[src/rtl/gpio_port_pkg.sv]
package gpio_port_pkg;
  localparam int ADDR_W        = 6;
  localparam int DATA_W        = 8;
  localparam int MAX_BANK_PINS = 32;

  typedef enum logic [1:0] {
    GRP_EN   = 2'd0,
    GRP_DIR  = 2'd1,
    GRP_LVL  = 2'd2,
    GRP_NONE = 2'd3
  } grp_e;
endpackage

[src/rtl/gpio_sync.sv]
module gpio_sync #(
  parameter int W = 8
) (
  input  logic         clk_i,
  input  logic         rst_ni,
  input  logic [W-1:0] d_i,
  output logic [W-1:0] q_o
);
  logic [W-1:0] s1_q, s2_q;

  always_ff @(posedge clk_i or negedge rst_ni) begin
    if (!rst_ni) begin
      s1_q <= '0;
      s2_q <= '0;
    end else begin
      s1_q <= d_i;
      s2_q <= s1_q;
    end
  end

  assign q_o = s2_q;
endmodule

[src/rtl/gpio_bank.sv]
module gpio_bank
  import gpio_port_pkg::*;
#(
  parameter int PINS       = 8,
  parameter int EN_RST_CNT = 0
) (
  input  logic                clk_i,
  input  logic                rst_ni,
  input  logic                wr_i,
  input  grp_e                grp_i,
  input  logic [1:0]          byte_i,
  input  logic [DATA_W-1:0]   wdata_i,
  input  logic [PINS-1:0]     pin_sync_i,
  output logic [DATA_W-1:0]   rdata_o,
  output logic [PINS-1:0]     en_o,
  output logic [PINS-1:0]     dir_o,
  output logic [PINS-1:0]     lvl_o
);
  logic [PINS-1:0] en_q, dir_q, lvl_q, lvl_rd;
  logic [MAX_BANK_PINS-1:0] en_pad, dir_pad, lvl_pad;

  for (genvar p = 0; p < PINS; p++) begin : g_pin
    localparam int BYTE_IDX = p / 8;
    localparam int BIT_IDX  = p % 8;
    localparam logic EN_RST = (p < EN_RST_CNT);
    logic hit;
    assign hit = wr_i && (byte_i == 2'(BYTE_IDX));

    always_ff @(posedge clk_i or negedge rst_ni) begin
      if (!rst_ni) en_q[p] <= EN_RST;
      else if (hit && grp_i == GRP_EN) en_q[p] <= wdata_i[BIT_IDX];
    end

    always_ff @(posedge clk_i or negedge rst_ni) begin
      if (!rst_ni) dir_q[p] <= 1'b1;
      else if (hit && grp_i == GRP_DIR) dir_q[p] <= wdata_i[BIT_IDX];
    end

    // level is read-only while the pin is an input
    always_ff @(posedge clk_i or negedge rst_ni) begin
      if (!rst_ni) lvl_q[p] <= 1'b0;
      else if (hit && grp_i == GRP_LVL && !dir_q[p]) lvl_q[p] <= wdata_i[BIT_IDX];
    end

    assign lvl_rd[p] = dir_q[p] ? pin_sync_i[p] : lvl_q[p];
  end

  assign en_pad  = MAX_BANK_PINS'(en_q);
  assign dir_pad = MAX_BANK_PINS'(dir_q);
  assign lvl_pad = MAX_BANK_PINS'(lvl_rd);

  always_comb begin
    unique case (grp_i)
      GRP_EN:  rdata_o = en_pad[byte_i*8 +: 8];
      GRP_DIR: rdata_o = dir_pad[byte_i*8 +: 8];
      GRP_LVL: rdata_o = lvl_pad[byte_i*8 +: 8];
      default: rdata_o = '0;
    endcase
  end

  assign en_o  = en_q;
  assign dir_o = dir_q;
  assign lvl_o = lvl_q;
endmodule

[src/rtl/gpio_port_ctrl.sv]
module gpio_port_ctrl
  import gpio_port_pkg::*;
#(
  parameter int NUM_PINS    = 14,
  parameter int RESUME_BASE = 10,
  parameter int CORE_EN_RST = 7,
  parameter int RES_EN_RST  = 3
) (
  input  logic                clk_i,
  input  logic                rst_ni,
  input  logic [ADDR_W-1:0]   addr_i,
  input  logic [DATA_W-1:0]   wdata_i,
  input  logic                wr_i,
  input  logic                rd_i,
  output logic [DATA_W-1:0]   rdata_o,
  input  logic [NUM_PINS-1:0] pin_i,
  output logic [NUM_PINS-1:0] pin_o,
  output logic [NUM_PINS-1:0] pin_oe_o
);
  localparam int CORE_PINS = RESUME_BASE;
  localparam int RES_PINS  = NUM_PINS - RESUME_BASE;

  logic       bank_sel, hole;
  grp_e       grp;
  logic [1:0] byte_idx;
  logic       core_wr, res_wr;
  logic [DATA_W-1:0] core_rd, res_rd;
  logic [NUM_PINS-1:0] pin_sync;
  logic [CORE_PINS-1:0] core_en, core_dir, core_lvl;
  logic [RES_PINS-1:0]  res_en, res_dir, res_lvl;

  assign bank_sel = addr_i[5];
  assign hole     = addr_i[4];
  assign grp      = grp_e'(addr_i[3:2]);
  assign byte_idx = addr_i[1:0];
  assign core_wr  = wr_i && !hole && !bank_sel;
  assign res_wr   = wr_i && !hole && bank_sel;

  gpio_sync #(.W(NUM_PINS)) u_sync (
    .clk_i (clk_i),
    .rst_ni(rst_ni),
    .d_i   (pin_i),
    .q_o   (pin_sync)
  );

  gpio_bank #(.PINS(CORE_PINS), .EN_RST_CNT(CORE_EN_RST)) u_core (
    .clk_i     (clk_i),
    .rst_ni    (rst_ni),
    .wr_i      (core_wr),
    .grp_i     (grp),
    .byte_i    (byte_idx),
    .wdata_i   (wdata_i),
    .pin_sync_i(pin_sync[CORE_PINS-1:0]),
    .rdata_o   (core_rd),
    .en_o      (core_en),
    .dir_o     (core_dir),
    .lvl_o     (core_lvl)
  );

  gpio_bank #(.PINS(RES_PINS), .EN_RST_CNT(RES_EN_RST)) u_res (
    .clk_i     (clk_i),
    .rst_ni    (rst_ni),
    .wr_i      (res_wr),
    .grp_i     (grp),
    .byte_i    (byte_idx),
    .wdata_i   (wdata_i),
    .pin_sync_i(pin_sync[NUM_PINS-1:CORE_PINS]),
    .rdata_o   (res_rd),
    .en_o      (res_en),
    .dir_o     (res_dir),
    .lvl_o     (res_lvl)
  );

  always_comb begin
    if (!rd_i || hole) rdata_o = '0;
    else               rdata_o = bank_sel ? res_rd : core_rd;
  end

  assign pin_o    = {res_lvl, core_lvl};
  assign pin_oe_o = {res_en & ~res_dir, core_en & ~core_dir};
endmodule

[config.mk]
export PLATFORM = sky130hd
export DESIGN_NAME = gpio_port_ctrl
export DESIGN_NICKNAME = d
export VERILOG_FILES = /design/src/rtl/gpio_port_pkg.sv /design/src/rtl/gpio_sync.sv /design/src/rtl/gpio_bank.sv /design/src/rtl/gpio_port_ctrl.sv
export SDC_FILE = /design/constraint.sdc
export NUM_CORES = 1
export LEC_CHECK = 0
export BUFFER_PORTS_ARGS = -buffer_cell sky130_fd_sc_hd__buf_2
export CAP_MARGIN = 20
export CELL_PAD_IN_SITES_DETAIL_PLACEMENT = 1
export CELL_PAD_IN_SITES_GLOBAL_PLACEMENT = 2
export CORE_MARGIN = 2
export CORE_UTILIZATION = 35
export DETAILED_ROUTE_END_ITERATION = 8
export HOLD_SLACK_MARGIN = 0.08
export PLACE_DENSITY_LB_ADDON = 0.3
export SLEW_MARGIN = 20
export SYNTH_ARGS = -nofsm -noshare
export SYNTH_HDL_FRONTEND = slang
export SYNTH_HIERARCHICAL = 1
export SYNTH_SLANG_ARGS = --single-unit
[constraint.sdc]
create_clock -name clk_i -period 2.28 [get_ports clk_i]
set_clock_uncertainty 0.2 [all_clocks]
set_input_delay 0.114 -clock clk_i [delete_from_list [all_inputs] [get_ports clk_i]]
set_output_delay 0.114 -clock clk_i [all_outputs]
set_load 0.01 [all_outputs]
==> flow_summary.toml <==
[logic_synthesis]
yosys_warnings = 6
avgSynthCellArea_um2 = 12.9
synth_cells = 261
synthDistinctLibCells = 32
synth_seq_cells = 70
synth_seq_area_share_pct = 52.8
synth_area_um2 = 3370

[detailed_routing]
antenna_left = 0
detail_route.wirelength_um = 8190
firstDrtPassIters = 4
vias_per_cell = 4.67
via_count = 2345
wire_per_inst_um = 16.3
dr.first_iter.drc_count = 55
drc_errors = 0

[worst_setup_path]
crit_chain = "mux2_4 > a221oi_2 > o22ai_1 > mux2i_1 > nor2_1 > buf_2"
critPathMaxFanout = 2
worstSetupEndpointType = "primary output"
reg2regPathDepth = 4
worstPathRequired_ps = 1970
cp_slowest_cell = "dfstp_2"
cp-start-kind = "flop"
timing.rr.start = "u_core/dir_o[8]"
cp_top_family = "flip-flops"
worstSetupPathType = "flop to primary output"
crit_arrival_ps = 1920
critical_path_buf_inv_count = 1
max_stage_delay_ps = 550
startpoint = "u_core/dir_o[1]"
cp.depth = 6

[floorplanning]
rows = 35
die-height_um = 102
fp.coreArea_um2 = 9280
die_x_um = 102
ios = 68
start_util_pct = 36.3
die_area_um2 = 10400

[clocking]
h-tree-depth = 3
cts_buffers = 9
path_clk_slew_ps = 70
cts_root_buf = "clkbuf_8"
cts_tree = "built"
clock-sinks = 70
clockBufferDepth = 2
worstSkewPairLatency_ps = 340

[grt]
grtUsageTotal_pct = 16.9
overflow = 0
grt_pass1_wl_um = 13100
grt_max_degree = 71
grt_antenna_before_repair = 0
first_global_vias = 2581

[power]
p_switching_mw = 0.814
ir_drop_mv = 0.297
pwr-share-comb_pct = 19.7
swShare_pct = 26.0
power_mw = 3.13
p_seq_share_pct = 48.1
power_density_nw_per_um2 = 710
p_leak_nw = 2.13
p_int_mw = 2.31
power_frac_clock_pct = 32.2

[hold_path]
hp-class = "primary input to asynchronous set/reset pin"

[place]
dp_cells = 454
post-dp-hpwl_um = 5590
gp_congestion = 0.727
io_buffers = 67
post-place-ws_ps = 182

[timing]
rsz0062_at_grt = "true"
relSlewSlack_pct = 53.8
worst_slew_pin_slew_ps = 694
period_needed_ps = 2230
finalCritPeriodShare_pct = 97.9
hold_violations = 0
slew_violations = 0
setup_violations = 0
fmax_ghz = 0.448
setup_slack_ps = 47.3

[final_layout]
drive_gt1_share_pct = 50.7
diodes = 0
syn_to_final_growth_pct = 30.6
finalNonFillerCells = 502
fin_nets = 408

[run]
drv_cap = 0

[run_status]
outcome = "complete, no violations"
[layout by cell type (no fill, tap or decap), types with 2 or more instances in the layout]
master,Yosys,layout
mux2_4,24,30
o21ai_0,14,14
inv_1,4,4
nor3b_1,2,2
ha_1,8,8
mux2_2,30,24
clkinv_2,0,3
a21o_1,2,2
dfrtp_1,46,46
conb_1,1,4
a221oi_2,0,8
a21oi_1,3,3
dfstp_2,24,24
a31oi_1,4,4
o22ai_1,2,2
nor2b_1,14,14
clkbuf_8,0,11
and3b_2,2,2
buf_2,1,67
dlygate4sd3_1,0,23
nand2_1,9,9
and3_1,4,4
buf_4,5,16
nor2_1,29,29
mux2i_1,8,8
[synthesized netlist by cell type]
master | n | area, um^2
nor2_1 | 29 | 109
inv_1 | 4 | 15.0
nand4bb_2 | 1 | 16.3
nand2b_1 | 1 | 6.26
and3_1 | 4 | 25.0
nor3_1 | 1 | 5.00
a21o_1 | 2 | 15.0
and3b_2 | 2 | 20.0
a21oi_1 | 3 | 15.0
a31oi_1 | 4 | 25.0
buf_6 | 6 | 67.6
nor3b_1 | 2 | 15.0
buf_4 | 5 | 37.5
dfrtp_1 | 46 | 1150
a221oi_1 | 9 | 78.8
dfstp_2 | 24 | 631
ha_1 | 8 | 100
clkinv_1 | 1 | 3.75
nor3_2 | 1 | 10.0
o22ai_1 | 2 | 12.5
conb_1 | 1 | 3.75
nand4bb_1 | 1 | 11.3
o21ai_0 | 14 | 70.1
mux2_2 | 30 | 338
nand3b_1 | 1 | 7.51
mux2_4 | 24 | 360
nor2b_1 | 14 | 87.6
nand4b_1 | 1 | 8.76
buf_2 | 1 | 5.00
clkbuf_1 | 2 | 7.51
mux2i_1 | 8 | 80.1
nand2_1 | 9 | 33.8
[cells by family (layout without fill, tap and decap cells)]
group | after synthesis | count (layout) | share of synthesized area (%)
buf+inv | 19 | 128 | 4.04
compound gates | 34 | 34 | 6.42
mux | 62 | 62 | 23.1
other cells | 1 | 4 | 0.111
fa+ha+maj | 8 | 8 | 2.97
simple gates | 67 | 67 | 10.5
flops | 70 | 70 | 52.8
[registers in the layout, summed over array words and instances, names as in the netlist]
register / count
u_res/en_o: 4
u_core/lvl_o: 10
u_res/dir_o: 4
u_core/dir_o: 10
u_res/lvl_o: 4
u_sync/s1_q: 14
u_core/en_o: 10
u_sync/q_o: 14
[what timing repair did]
item                                   in CTS  in global routing
resized for setup                           4                 10
setup endpoints to repair                   6                  6
hold buffers                               23                  0
setup buffers                               8                  1
pin swaps                                   0                  7
endpoints found under the hold margin     126                  0
[worst min-delay path, stage by stage]
cell and delay [ps]:
dlygate4sd3_1 520, buf_2 120, buf_12 320
[layout make-up]
type | count | area (um^2)
clock buffers | 12 | 155
clock inverters | 4 | 45.0
fillers | 1002 | 4880
inverters | 5 | 18.8
multi-input cells | 175 | 1540
flip-flops and latches | 70 | 1780
well taps | 129 | 161
repair buffers | 107 | 706
[worst paths after layout]
check | slack (ps) | end
setup reg to reg | 870 | u_core/lvl_o[8]
setup / recovery | 50 | rdata_o[1]
min in group clk_i | 150 | u_sync/q_o[1]
max in group asynchronous | 1430 | u_core/dir_o[8]
hold / removal | 130 | u_core/lvl_o[6]
hold reg to reg | 150 | u_sync/q_o[1]
[per-stage QoR]
stage	utilization [%]	TNS (ps)	hold WS, ps	instance area [um^2]
2_1_floorplan	-	0	-382	3380
3_3_place_gp	41.3	0	-36.9	3830
3_5_place_dp	41.3	0	-29.2	3830
4_1_cts	46.9	-14.3	141	4350
5_1_grt	47.5	-88.5	161	4410
6_report	47.5	0	130	4410
[layer usage]
metal | global-route usage (%) | vias to the layer above | wire [um]
met3 | 3.97 | 6 | 246
met5 | 0 | - | 0
li1 | - | 1127 | -
met2 | 27.5 | 42 | 3960
met4 | 4.82 | 0 | 75
met1 | 22.6 | 1170 | 3910
[power groups by stage]
| stage | Clock, mW | Combinational (mW) | Sequential [mW] |
|---|---|---|---|
| after floorplan | 0 | 0.303 | 1.52 |
| after global placement | 0 | 0.497 | 1.53 |
| after detailed placement | 0 | 0.509 | 1.54 |
| after CTS | 1.05 | 0.597 | 1.50 |
| after global routing | 1.10 | 0.672 | 1.52 |
| final | 1.01 | 0.616 | 1.50 |
(Power assumes the default switching activity.)
